$ cat src/rtl/clksrc_seq.sv
module clksrc_seq #(
  parameter int SETTLE_US = 100,
  parameter int OST_EDGES = 1024
) (
  input  logic       clk,
  input  logic       rst_n,
  input  logic       sel_wr,
  input  logic [2:0] sel_code,
  input  logic [1:0] mode_req,
  input  logic       us_tick,
  input  logic       xosc_edge,
  output logic [7:0] tap_en,
  output logic       ext_sel,
  output logic       fast_stable,
  output logic       clk_ready
);
  localparam int SW = $clog2(SETTLE_US + 1);
  localparam int OW = $clog2(OST_EDGES + 1);
  localparam logic [SW-1:0] SETTLE_INIT = SW'(SETTLE_US);
  localparam logic [OW-1:0] OST_LAST = OW'(OST_EDGES - 1);

  logic [2:0]    code_q;
  logic [SW-1:0] settle_q;
  logic          run_q;
  logic          stable_q;
  logic [1:0]    mode_q;
  logic [OW-1:0] ost_q;
  logic          ost_done_q;

  wire to_slow  = sel_wr && (sel_code == 3'd0);
  wire wake     = sel_wr && (code_q == 3'd0) && (sel_code != 3'd0);
  wire mode_chg = (mode_req != mode_q);
  wire xtal     = (mode_q != 2'd0);

  always_ff @(posedge clk or negedge rst_n) begin
    if (!rst_n) begin
      code_q   <= 3'd0;
      settle_q <= '0;
      run_q    <= 1'b0;
      stable_q <= 1'b0;
    end else begin
      if (sel_wr) code_q <= sel_code;
      if (to_slow) begin
        run_q    <= 1'b0;
        stable_q <= 1'b0;
        settle_q <= '0;
      end else if (wake) begin
        run_q    <= 1'b1;
        stable_q <= 1'b0;
        settle_q <= SETTLE_INIT;
      end else if (run_q && us_tick) begin
        if (settle_q == SW'(1)) begin
          run_q    <= 1'b0;
          stable_q <= 1'b1;
        end
        settle_q <= settle_q - SW'(1);
      end
    end
  end

  always_ff @(posedge clk or negedge rst_n) begin
    if (!rst_n) begin
      mode_q     <= 2'd0;
      ost_q      <= '0;
      ost_done_q <= 1'b0;
    end else begin
      mode_q <= mode_req;
      if (mode_chg) begin
        ost_q      <= '0;
        ost_done_q <= 1'b0;
      end else if (xtal && xosc_edge && !ost_done_q) begin
        ost_q <= ost_q + OW'(1);
        if (ost_q == OST_LAST) ost_done_q <= 1'b1;
      end
    end
  end

  assign fast_stable = stable_q;
  assign ext_sel     = xtal && ost_done_q;
  assign clk_ready   = !xtal || ost_done_q;
  assign tap_en      = ext_sel ? 8'd0 : (8'd1 << code_q);

  a_r2_tap_count: assert property (@(posedge clk) disable iff (!rst_n)
    $countones(tap_en) == (ext_sel ? 0 : 1));
  a_r3_wake_clears: assert property (@(posedge clk) disable iff (!rst_n)
    wake |=> !fast_stable);
  a_r4_fast_keep: assert property (@(posedge clk) disable iff (!rst_n)
    (sel_wr && code_q != 3'd0 && sel_code != 3'd0 && fast_stable) |=> fast_stable);
  a_r5_slow_clears: assert property (@(posedge clk) disable iff (!rst_n)
    to_slow |=> (!fast_stable && tap_en[0] == !ext_sel));
  a_r6_rise_on_tick: assert property (@(posedge clk) disable iff (!rst_n)
    $rose(fast_stable) |-> $past(us_tick));
  a_r8_rise_on_edge: assert property (@(posedge clk) disable iff (!rst_n)
    ($rose(clk_ready) && xtal) |-> $past(xosc_edge));
  a_r9_restart: assert property (@(posedge clk) disable iff (!rst_n)
    (mode_chg && mode_req != 2'd0) |=> !clk_ready);
endmodule

$ cat config.mk
export PLATFORM = sky130hd
export DESIGN_NAME = clksrc_seq
export DESIGN_NICKNAME = d
export VERILOG_FILES = /design/src/rtl/clksrc_seq.sv
export SDC_FILE = /design/constraint.sdc
export NUM_CORES = 1
export LEC_CHECK = 0
export ABC_AREA = 1
export BUFFER_PORTS_ARGS = -buffer_cell sky130_fd_sc_hd__clkbuf_2
export CAP_MARGIN = 30
export CORE_MARGIN = 1.5
export CORE_UTILIZATION = 55
export DETAILED_ROUTE_END_ITERATION = 12
export PLACE_DENSITY = 0.87
export SETUP_SLACK_MARGIN = 0.05
export SLEW_MARGIN = 20
export SYNTH_ARGS = -nofsm -noshare
export SYNTH_HDL_FRONTEND = slang
export SYNTH_SLANG_ARGS = --single-unit
$ cat constraint.sdc
create_clock -name clk -period 1.8 [get_ports clk]
set_clock_uncertainty 0.05 [all_clocks]
set_input_delay 0.27 -clock clk [delete_from_list [all_inputs] [get_ports clk]]
set_output_delay 0.27 -clock clk [all_outputs]
set_load 0.03 [all_outputs]
---- Word level (Yosys, flattened, before mapping) ----
Index checks and enable logic that the tools add are counted.
operators by class
  $add $sub $neg .......................... 2
  equality and inequality tests ........... 3
  shift operators ......................... 1
  mux-type cells .......................... 17
  reductions and logical operators ........ 20
operators by type and width
  operator                                                            number
  11-bit 2-to-1 mux                                                   2
  7-bit 2-to-1 mux                                                    3
  11-bit by 1-bit adder with 11-bit output, second input constant     1
  11-bit by 10-bit == test with 1-bit output, second input constant   1
  1-bit 2-to-1 mux                                                    11
  3-bit nonzero test                                                  3
  8-bit 2-to-1 mux                                                    1
  1-bit by 3-bit left shift with 8-bit output, first input constant   1
  7-bit by 1-bit == test with 1-bit output, second input constant     1
  1-bit logical AND                                                   7
  7-bit by 1-bit subtractor with 7-bit output, second input constant  1
  3-bit logical NOT                                                   2
  2-bit nonzero test                                                  3
  2-bit AND reduction                                                 2
  1-bit logical NOT                                                   2
  2-bit inequality test                                               1
  1-bit logical OR                                                    1
word-level totals
  register bits ........................... 26
  bits of input ports ..................... 10
  output and inout port bits .............. 11

---- Logic depth before layout (Yosys ltp) ----
  word-level depth ........................ 5
  depth in mapped cells ................... 8

---- Worst setup path before layout ----
No wires, ideal clock.
  kind .................................... register to output
  start ................................... register mode_q[1]
  end ..................................... output tap_en[4]
  data arrival time ....................... 1535 ps
  required time ........................... 1480 ps
  path slack .............................. -55 ps
  cell stages (with the launch flop) ...... 8
  path buffers ............................ 0
  path through ............................ dfrtp_1 -> inv_1 -> nand2_1 -> inv_1 -> nor2_1 -> inv_1 -> nand2_1 -> nor3_1
between the ends
  cells in the longest elaborated chain, start to end .. 3
RTL lines
  item                    line  RTL
  start, declared         26    logic [1:0] mode_q;
  start signal, assigned  67    mode_q <= mode_req;
  2-bit nonzero test      33    wire xtal = (mode_q != 2'd0);
  1-bit logical AND       79    assign ext_sel = xtal && ost_done_q;
  net ext_sel             13    output logic ext_sel,
  8-bit 2-to-1 mux        81    assign tap_en = ext_sel ? 8'd0 : (8'd1 << code_q);
  end, declared           12    output logic [7:0] tap_en,
The timed path passes the listed nets, and every way through them passes these cells.

---- Final worst setup path ----
  start ................................... register mode_q[0]
  end ..................................... output tap_en[4]
between the ends
  cells in the longest elaborated chain, start to end .. 3
RTL lines
  item                line
  2-bit nonzero test  33
  1-bit logical AND   79
  8-bit 2-to-1 mux    81
No other way between the ends.

==> flow_metrics.env <==
export IMPL_drv_cap=0
export IMPL_peakVddDrop_mv=0.681
export IMPL_setup_viol=0
export IMPL_p_per_area_mw_per_mm2=902
export IMPL_io_pins=21
export IMPL_crit_required_ps=1480
export IMPL_rows=19
export IMPL_top_layer="met4"
export IMPL_avgSynthCellArea_um2=7.27
export IMPL_h_tree_depth=1
export IMPL_grt_overflow=0
export IMPL_coreArea_mm2=0.00271
export IMPL_grt_use_total=0.230
export IMPL_fin_util=0.665
export IMPL_finalHoldViolCount=0
export IMPL_cts_clk_slew_worst_paths_ps=140
export IMPL_cts_sinks=26
export IMPL_hold_path_class="in2reg"
export IMPL_wl_met1_mm=1.55
export IMPL_ys_ff_latch=26
export IMPL_max_slew_margin_rel=0.572
export IMPL_cts_root_buf="clkbuf_4"
export IMPL_numPortBuffers=20
export IMPL_mostFrequentLayoutCells="nand2_1 (60), inv_1 (29), dfrtp_1 (25)"
export IMPL_gp_congestion=0.907
export IMPL_post_route_period_util=0.977
export IMPL_drive_above_1_share=0.220
export IMPL_timing_fmax_mhz=568
export IMPL_grt_pass1_wl_mm=5.76
export IMPL_pre_cts_ws_ps=339
export IMPL_dr_wl_met3_um=167
export IMPL_fp_dieH_um=56.2
export IMPL_layout_setup_ws_ps=40.8
export IMPL_fillers=211
export IMPL_wl_met2_mm=1.58
export IMPL_worstSetupPathType="reg2out"
export IMPL_endpoint_kind="output port"
export IMPL_grt_max_degree=27
export IMPL_dpl_hpwl_mm=2.26
export IMPL_clock_latency_ps=330
export IMPL_cts_buffers=3
export IMPL_die_width_um=56.2
export IMPL_layout_cells_most_common="nand2_1"
export IMPL_routedWlPerCell_um=12.3
export IMPL_synth_cells=214
export IMPL_route_detailed_drc=0
export IMPL_syn_area_mm2=0.00156
export IMPL_start_util=0.574
export IMPL_ys_seq_area_frac=0.418
export IMPL_ant_nets=0
export IMPL_min_period_ps=1760
export IMPL_dr_first_iter_drc_count=75
export IMPL_rsz0062_at_grt="yes"
export IMPL_vias=1467
export IMPL_path_max_fanout=4
export IMPL_status="complete, no violations"
export IMPL_ys_types=27
export IMPL_cts_tree="done"
export IMPL_critPathLaunchType="flop"
export IMPL_slew_violations=0
export IMPL_cp_arrival_ps=1440
export IMPL_place_inst=264
export IMPL_area_growth_pct=15.8
export IMPL_wl_mm=3.35
export IMPL_yosys_warnings=0
export IMPL_antenna_found_initial=0
export IMPL_drt_pass1_iterations=4
export IMPL_synth_nets=227
export IMPL_viasPerCell=5.39
export IMPL_diodes=0
export IMPL_power_leakage_nw=0.921
export IMPL_clock_path_buffers=2
export IMPL_layoutNonFillerInstCount=272
export IMPL_fin_nets=256
export IMPL_grt_pass1_vias=1381
export IMPL_worstMarginPinSlew_ps=642
export IMPL_die_area_mm2=0.00316
power breakdown:
part / internal (mW) / leakage (nW) / switching [mW]
clock network: 0.0788 / 0.0138 / 0.175
registers: 0.685 / 0.339 / 0.0758
logic: 0.226 / 0.568 / 0.387
state kept, by name, indices dropped and copies added (netlist names):
name and count:
run_q 1, settle_q 7, ost_done_q 1, code_q 3
ost_q 11, mode_q 2, fast_stable 1
through the flow:
step | instance area, µm² | total power, mW | hold WS, ps | TNS, ps
detailed placement | 1690 | 1.35 | 272 | 0
CTS | 1770 | 1.62 | 12.8 | 0
global placement | 1690 | 1.33 | 270 | 0
global route | 1800 | 1.75 | 13.7 | -103
finish | 1800 | 1.63 | 12.8 | 0
floorplan | 1560 | 1.21 | -75.6 | 0
synth_stat cells:
cell | instances | share of area
nor2_4 | 1 | 0.0072
o21ai_0 | 8 | 0.026
a21oi_2 | 1 | 0.0056
inv_2 | 2 | 0.0048
ha_1 | 3 | 0.024
xor2_1 | 1 | 0.0056
nor3b_1 | 1 | 0.0048
buf_6 | 1 | 0.0072
nand3_1 | 19 | 0.061
or2_2 | 3 | 0.012
nand2_2 | 1 | 0.0040
o21ai_2 | 3 | 0.017
nor2_1 | 22 | 0.053
dfrtp_1 | 26 | 0.42
nand2_4 | 1 | 0.0072
nand2_1 | 62 | 0.15
o21ai_1 | 2 | 0.0064
inv_1 | 31 | 0.075
nor3_1 | 4 | 0.013
xnor2_1 | 2 | 0.011
o21a_1 | 1 | 0.0048
nor4_1 | 1 | 0.0040
a21oi_1 | 4 | 0.013
nand4_1 | 7 | 0.028
nand3_2 | 3 | 0.019
nor3_2 | 1 | 0.0064
nor2_2 | 3 | 0.012
path summary, 6_finish.rpt:
check,startpoint,to,slack [ps],cells after the start
worst max-delay path,mode_q[0],tap_en[4],40,8
worst min-delay path,mode_req[1],mode_q[1],10,1
worst max register to register,mode_q[0],ost_q[7],260,6
worst min register to register,settle_q[2],settle_q[2],450,2
max in group asynchronous,rst_n,code_q[0],820,2
min in group asynchronous,rst_n,ost_q[10],440,2
worst max-delay path, stage by stage (launching register included):
cell and delay [ps]:
dfrtp_1 410, inv_1 70, nand2_2 60, inv_2 70, nor2_4 40, inv_2 80
nand2_4 70, nor3_4 130, clkbuf_8 180
layout make-up:
cell class	count	area [µm²]	share of cell area
timing repair buffer	25	166	0.0923
sequential	26	652	0.362
clock buffer	3	22.5	0.0125
tap	31	38.8	0.0215
multi-input combinational	154	800	0.443
inverter	33	124	0.0687
logic make-up after synthesis:
kind of cell | synth area share
buffers and inverters | 0.0868
xor gates and xnor gates | 0.0169
adders and majority gates | 0.0241
AOI/OAI and AO/OA | 0.0724
DFF | 0.418
and+or+nand+nor | 0.382
routing by layer:
layer  vias to the layer above  GRT usage
li1                        734          -
met1                       678      0.311
met2                        50      0.373
met3                         5     0.0233
met4                         0      0.109
met5                         -          0
timing repair:
action | CTS | global route
setup buffers | 3 | 1
endpoints found under the hold margin | 26 | 0
pin swaps | 2 | 3
setup endpoints to repair | 7 | 8
hold buffers | 1 | 0
gates resized for setup | 11 | 17
Note: power is estimated with default switching activity, not from simulation.
